`config.mk`:
```
export PLATFORM = sky130hd
export DESIGN_NAME = adc_seq_ctrl
export DESIGN_NICKNAME = d
export VERILOG_FILES = /design/src/rtl/adc_seq_pkg.sv /design/src/rtl/adc_seq_clkdiv.sv /design/src/rtl/adc_seq_fsm.sv /design/src/rtl/adc_seq_shreg.sv /design/src/rtl/adc_seq_ctrl.sv
export SDC_FILE = /design/constraint.sdc
export NUM_CORES = 1
export LEC_CHECK = 0
export ABC_AREA = 1
export CAP_MARGIN = 20
export CORE_MARGIN = 10
export CORE_UTILIZATION = 30
export DETAILED_ROUTE_END_ITERATION = 6
export DONT_BUFFER_PORTS = 1
export PLACE_DENSITY = 0.43
export SYNTH_ARGS = -nofsm -noshare
export SYNTH_HDL_FRONTEND = slang
export SYNTH_SLANG_ARGS = --single-unit
export TNS_END_PERCENT = 1
```
`constraint.sdc`:
```
create_clock -name clk_i -period 2.1 [get_ports clk_i]
set_input_delay 0.21 -clock clk_i [delete_from_list [all_inputs] [get_ports clk_i]]
set_output_delay 0.21 -clock clk_i [all_outputs]
set_load 0.005 [all_outputs]
```
`src/rtl/adc_seq_pkg.sv`:
```
package adc_seq_pkg;
  localparam int RES_W      = 12;
  localparam int CMD_W      = 5;
  // rises: command, window close, null, data
  localparam int RISE_TOTAL = CMD_W + 2 + RES_W;
  localparam int DATA_RISE0 = CMD_W + 3;
  localparam int HALF_LAST  = 2 * RISE_TOTAL;
  localparam int HALF_W     = $clog2(HALF_LAST + 1);

  typedef enum logic [1:0] {ST_IDLE, ST_FRAME, ST_REST} st_e;

  typedef struct packed {
    logic       diff;
    logic [2:0] chan;
  } tag_t;
endpackage

```
`src/rtl/adc_seq_clkdiv.sv`:
```
module adc_seq_clkdiv #(
  parameter int DIV_W = 8
) (
  input  logic             clk_i,
  input  logic             rst_ni,
  input  logic             run_i,
  input  logic [DIV_W-1:0] div_i,
  output logic             tick_o
);
  logic [DIV_W-1:0] cnt_q;

  assign tick_o = run_i && (cnt_q == div_i);

  always_ff @(posedge clk_i or negedge rst_ni) begin
    if (!rst_ni)      cnt_q <= '0;
    else if (!run_i)  cnt_q <= '0;
    else if (tick_o)  cnt_q <= '0;
    else              cnt_q <= cnt_q + 1'b1;
  end
endmodule

```
`src/rtl/adc_seq_fsm.sv`:
```
module adc_seq_fsm
  import adc_seq_pkg::*;
#(
  parameter int GAP_CYC = 4
) (
  input  logic clk_i,
  input  logic rst_ni,
  input  logic start_i,
  input  logic tick_i,
  output logic run_o,
  output logic busy_o,
  output logic load_o,
  output logic fall_o,
  output logic samp_o,
  output logic done_o,
  output logic cs_no,
  output logic sclk_o
);
  localparam int GAP_W = $clog2(GAP_CYC + 1);
  localparam logic [HALF_W-1:0] H_LAST  = HALF_W'(HALF_LAST);
  localparam logic [HALF_W-1:0] H_SAMP0 = HALF_W'(2 * DATA_RISE0 - 2);
  localparam logic [HALF_W-1:0] H_SAMP1 = HALF_W'(HALF_LAST - 2);
  localparam logic [GAP_W-1:0]  G_END   = GAP_W'(GAP_CYC - 1);

  st_e               st_q;
  logic [HALF_W-1:0] half_q;
  logic [GAP_W-1:0]  rest_q;
  logic              cs_q;
  logic              sclk_q;

  assign load_o = (st_q == ST_IDLE) && start_i;
  assign run_o  = (st_q == ST_FRAME);
  assign busy_o = (st_q != ST_IDLE);
  assign done_o = tick_i && (half_q == H_LAST);
  // odd half: clock high, its end is a falling edge
  assign fall_o = tick_i && half_q[0];
  // even half ending: rising edge; only data rises are captured
  assign samp_o = tick_i && !half_q[0] && (half_q >= H_SAMP0) && (half_q <= H_SAMP1);
  assign cs_no  = cs_q;
  assign sclk_o = sclk_q;

  always_ff @(posedge clk_i or negedge rst_ni) begin
    if (!rst_ni) begin
      st_q   <= ST_IDLE;
      half_q <= '0;
      rest_q <= '0;
      cs_q   <= 1'b1;
      sclk_q <= 1'b0;
    end else begin
      unique case (st_q)
        ST_IDLE: begin
          if (start_i) begin
            st_q   <= ST_FRAME;
            half_q <= '0;
            cs_q   <= 1'b0;
          end
        end
        ST_FRAME: begin
          if (tick_i) begin
            if (done_o) begin
              st_q   <= ST_REST;
              rest_q <= '0;
              half_q <= '0;
              cs_q   <= 1'b1;
            end else begin
              half_q <= half_q + 1'b1;
              sclk_q <= ~sclk_q;
            end
          end
        end
        ST_REST: begin
          if (rest_q == G_END) st_q <= ST_IDLE;
          else                 rest_q <= rest_q + 1'b1;
        end
        default: st_q <= ST_IDLE;
      endcase
    end
  end
endmodule

```
`src/rtl/adc_seq_shreg.sv`:
```
module adc_seq_shreg
  import adc_seq_pkg::*;
(
  input  logic             clk_i,
  input  logic             rst_ni,
  input  logic             load_i,
  input  logic [CMD_W-1:0] cmd_i,
  input  logic             fall_i,
  input  logic             samp_i,
  input  logic             miso_i,
  output logic             mosi_o,
  output logic [RES_W-1:0] res_o
);
  logic [CMD_W-1:0] cmd_q;
  logic [RES_W-1:0] res_q;

  assign mosi_o = cmd_q[CMD_W-1];
  assign res_o  = res_q;

  always_ff @(posedge clk_i or negedge rst_ni) begin
    if (!rst_ni)     cmd_q <= '0;
    else if (load_i) cmd_q <= cmd_i;
    else if (fall_i) cmd_q <= {cmd_q[CMD_W-2:0], 1'b0};
  end

  always_ff @(posedge clk_i or negedge rst_ni) begin
    if (!rst_ni)     res_q <= '0;
    else if (load_i) res_q <= '0;
    else if (samp_i) res_q <= {res_q[RES_W-2:0], miso_i};
  end
endmodule

```
`src/rtl/adc_seq_ctrl.sv`:
```
module adc_seq_ctrl
  import adc_seq_pkg::*;
#(
  parameter int NUM_CH  = 8,
  parameter int DIV_W   = 8,
  parameter int GAP_CYC = 4
) (
  input  logic             clk_i,
  input  logic             rst_ni,
  input  logic             start_i,
  input  logic             diff_i,
  input  logic [2:0]       chan_i,
  input  logic [DIV_W-1:0] div_i,
  output logic             busy_o,
  output logic             cs_no,
  output logic             sclk_o,
  output logic             mosi_o,
  input  logic             miso_i,
  output logic             valid_o,
  output logic [RES_W-1:0] code_o,
  output logic             tag_diff_o,
  output logic [2:0]       tag_chan_o
);
  logic [DIV_W-1:0] div_q;
  logic [2:0]       chan_eff;
  logic [CMD_W-1:0] cmd;
  tag_t             tag_q, tag_out_q;
  logic             load, run, tick, fall, samp, done;
  logic [RES_W-1:0] res, code_q;
  logic             valid_q;

  generate
    if (NUM_CH == 8) begin : g_sel8
      assign chan_eff = chan_i;
    end else begin : g_sel4
      assign chan_eff = {1'b0, chan_i[1:0]};
    end
  endgenerate

  // start, mode (1 = single-ended), select msb..lsb
  assign cmd = {1'b1, ~diff_i, chan_eff};

  always_ff @(posedge clk_i or negedge rst_ni) begin
    if (!rst_ni) begin
      div_q     <= '0;
      tag_q     <= '0;
      tag_out_q <= '0;
      code_q    <= '0;
      valid_q   <= 1'b0;
    end else begin
      valid_q <= done;
      if (load) begin
        div_q <= div_i;
        tag_q <= '{diff: diff_i, chan: chan_eff};
      end
      if (done) begin
        code_q    <= res;
        tag_out_q <= tag_q;
      end
    end
  end

  adc_seq_clkdiv #(.DIV_W(DIV_W)) u_div (
    .clk_i (clk_i),
    .rst_ni(rst_ni),
    .run_i (run),
    .div_i (div_q),
    .tick_o(tick)
  );

  adc_seq_fsm #(.GAP_CYC(GAP_CYC)) u_fsm (
    .clk_i  (clk_i),
    .rst_ni (rst_ni),
    .start_i(start_i),
    .tick_i (tick),
    .run_o  (run),
    .busy_o (busy_o),
    .load_o (load),
    .fall_o (fall),
    .samp_o (samp),
    .done_o (done),
    .cs_no  (cs_no),
    .sclk_o (sclk_o)
  );

  adc_seq_shreg u_shreg (
    .clk_i (clk_i),
    .rst_ni(rst_ni),
    .load_i(load),
    .cmd_i (cmd),
    .fall_i(fall),
    .samp_i(samp),
    .miso_i(miso_i),
    .mosi_o(mosi_o),
    .res_o (res)
  );

  assign valid_o    = valid_q;
  assign code_o     = code_q;
  assign tag_diff_o = tag_out_q.diff;
  assign tag_chan_o = tag_out_q.chan;
endmodule

```
==> run metrics <==
cell area after synthesis 0.00319 mm2; Rel. slew slack 69.9%; Via density roughly 4.4; Max Buffers Root-to-Sink 2; Crit Path Max Fanout 24; adder-cell share of the synthesized area 2.35%; CP Capture Type flop; post-CTS setup buffers 0; clk sinks 67; hold depth 2; min Tclk post-route 1.86 ns; Synth area leader dfrtp_1; Final Max Tran Viols 0; final setup vio count 0; Synth Register Bits 67; Mapped Cells ~380; fin crit share 88.7%; reg2reg start u_fsm.half_q[0]$_DFFE_PN0P_; Fmax achieved 537 MHz; 1st-pass router iterations 4; critical-path cell list inv_1, ha_1, nand4_1, inv_1, nand3_4, nand2_1, o21ai_0; Final #Nets 415; CTS tree yes; Post-Synth XOR/XNOR Area under 10%; Fin Setup TNS 0 ns; vias in the first global route between 2000 and 2500; Die Area 0.0152 mm2; Final Core Density 35.1%; initial core utilization 30.9%; root buf cell clkbuf_8; clk_skew 0.0185 ns; RSZ-0062 raised after global routing false; CP max-delay cell dfrtp_1; hold path startpoint div_i[5]; Finished Cell Area 0.00362 mm2; Avg WL per Cell 13.6 um; Worst EP required between 2 and 2.5 ns; Critical Path Most Common Cell inv_1; drc violations 0; CP peak stage delay 0.47 ns; Die Wd 123 um; number of fill cells 1086; H-tree Lvls 3; clock-pin slew on the worst setup and hold paths 0.08 ns; initial antenna violation count 0; buffers plus inverters on the worst setup path 2; fraction of layout cells with a size suffix above 1 13.1%; share of synthesized area spent on multiplexers 0%; placed insts about 500; status finished, final reports clean; port bufs 0; Distinct cells, synth 32; detailed-route via count 2362; FF-to-FF End u_fsm.rest_q[2]$_DFFE_PN0P_; Crit Path Category flop to flop; type of origin of the critical path flop; GRT Residual Overflow 0; final WL a little over 7 mm; Clock Latency Late Sink 0.35 ns; largest net degree at the start of global routing 68; hold endpoint div_q[5]$_DFFE_PN0P_; Core Rows 37; Hold Vio Cnt, Final 0; non-filler cells, final 534; worst-margin pin slew between 0.4 and 0.5 ns; sequential area share after synthesis 52.6%; first-pass GRT wire length between 10 and 15 mm; complex-gate fraction of the synthesized area 4.82%; max cap viols 0; synth warn 0; syn_nets 401; total power 3.32 mW; type of the worst min-delay path input port to flop; Worst Path Arrival 2.08 ns; cts hold-fix bufs 11; DR iter-0 viols 160; Core ar. about 0.010 mm2; depth of the most critical reg-to-reg path 7; CTS resizes 0; r2r setup slk approximately 0.24 ns; Die Span Y approximately 120 um; commonest non-fill, non-tap cells in the layout nand2_1 (140), dfrtp_1 (66), inv_1 (34); power per cell area 916 mW/mm2; Peak VDD IR 471 uV; Synth Area in Simple Gates 30.6%; cts bufs inserted 9; hpwl dp ~4.9 mm; area grow syn2layout 13.4%; Final ANT Viol Nets 0; Leakage between 1.5 and 2 nW; placed cell area 0.00329 mm2; antenna fix cells 0; main combinational cell family by area after synthesis simple AND/OR/NAND/NOR gates; GRT Overall Usage about 10%; ranking of synthesized cells by area dfrtp_1 (52%), nand2_1 (16%), nand3_1 (4.9%); I/O Pins 37; commonest non-fill, non-tap cell in the layout nand2_1; syn avg cell area 8.42 um2; Worst path top cell family by delay simple AND/OR/NAND/NOR gates; GPL Wtd Cong 0.737; area share of the largest cell type after synthesis just over 50%
final cells by class:
| cell class | instances | area, um2 | area share [%] |
|---|---|---|---|
| Multi-Input combinational cell | 257 | 1250 | 34.5 |
| Clock buffer | 9 | 124 | 3.42 |
| Clock inverter | 7 | 77.6 | 2.14 |
| Tap cell | 136 | 170 | 4.70 |
| Timing Repair Buffer | 14 | 150 | 4.15 |
| Inverter | 44 | 170 | 4.70 |
| Sequential cell | 67 | 1680 | 46.4 |
power breakdown:
part	leakage [nW]	internal, mW	total (mW)	switching [mW]
Clock	0.105	0.558	1.10	0.546
Sequential	0.862	1.44	1.59	0.155
Combinational	1.01	0.250	0.622	0.372
Total	1.98	2.24	3.32	1.07
worst max-delay path by stage:
stage,to,from,depth (start not counted)
finish,u_fsm.rest_q[2]$_DFFE_PN0P_,u_fsm.half_q[0]$_DFFE_PN0P_,7
global placement,code_o[8]$_DFFE_PN0P_,u_fsm.half_q[0]$_DFFE_PN0P_,8
CTS,code_o[0]$_DFFE_PN0P_,u_fsm.half_q[0]$_DFFE_PN0P_,8
floorplan,u_shreg.res_o[10]$_DFFE_PN0P_,u_div.cnt_q[5]$_DFF_PN0_,11
detailed placement,code_o[6]$_DFFE_PN0P_,u_fsm.half_q[0]$_DFFE_PN0P_,8
global route,code_o[3]$_DFFE_PN0P_,u_fsm.half_q[0]$_DFFE_PN0P_,8
registers in the layout, summed over array words and instances, names as in the netlist:
signal and flops:
u_div.cnt_q 8, valid_o 1, tag_chan_o 3, u_shreg.res_o 12, u_fsm.sclk_o 1, tag_q 4, div_q 8, u_fsm.rest_q 3
u_fsm.half_q 6, tag_diff_o 1, u_shreg.cmd_q 5, u_fsm.st_q 2, code_o 12, u_fsm.cs_no 1
synth_stat cells:
master    instances
xnor2_1           1
nor2_2            3
buf_6             4
buf_2             2
o211ai_1          1
nand2_2          11
o21ai_0          20
dfrtp_1          66
nand2_1         140
ha_1              6
nand3_4           1
o21bai_1          1
a21oi_1           2
a21o_1            1
xor2_1            4
clkbuf_1          3
inv_2             9
nor3_1            1
o22ai_1           1
nor2_4            2
nand4_1           9
nor2_1           15
nor2_8            1
inv_6             1
buf_12            1
nand2_4           1
inv_1            34
nand3_1          31
nand3_2           2
buf_4             1
o21ai_1           3
dfstp_2           1
metal layers:
metal | vias up | global-route usage (%) | share of wire (%)
met5 | - | 0 | 0
li1 | 1217 | - | -
met4 | 0 | 4.59 | 1.1
met2 | 42 | 14.6 | 44
met1 | 1098 | 14.0 | 48
met3 | 5 | 3.60 | 6.5
kinds of logic after synthesis:
kind of cell               after synthesis
AOI/OAI and AO/OA                       29
xor gates and xnor gates                 5
adders and majority gates                6
buffers and inverters                   55
DFF                                     67
and+or+nand+nor                        217
metrics by stage:
stage | hold slack (ns) | worst slack [ns]
floorplan | -0.0856 | 0.652
global placement | -0.0806 | 0.235
detailed placement | -0.0810 | 0.234
CTS | 0.00789 | 0.209
global route | 0.0309 | 0.0232
finish | 0.0163 | 0.236
Note: power is estimated with default switching activity, not from simulation.
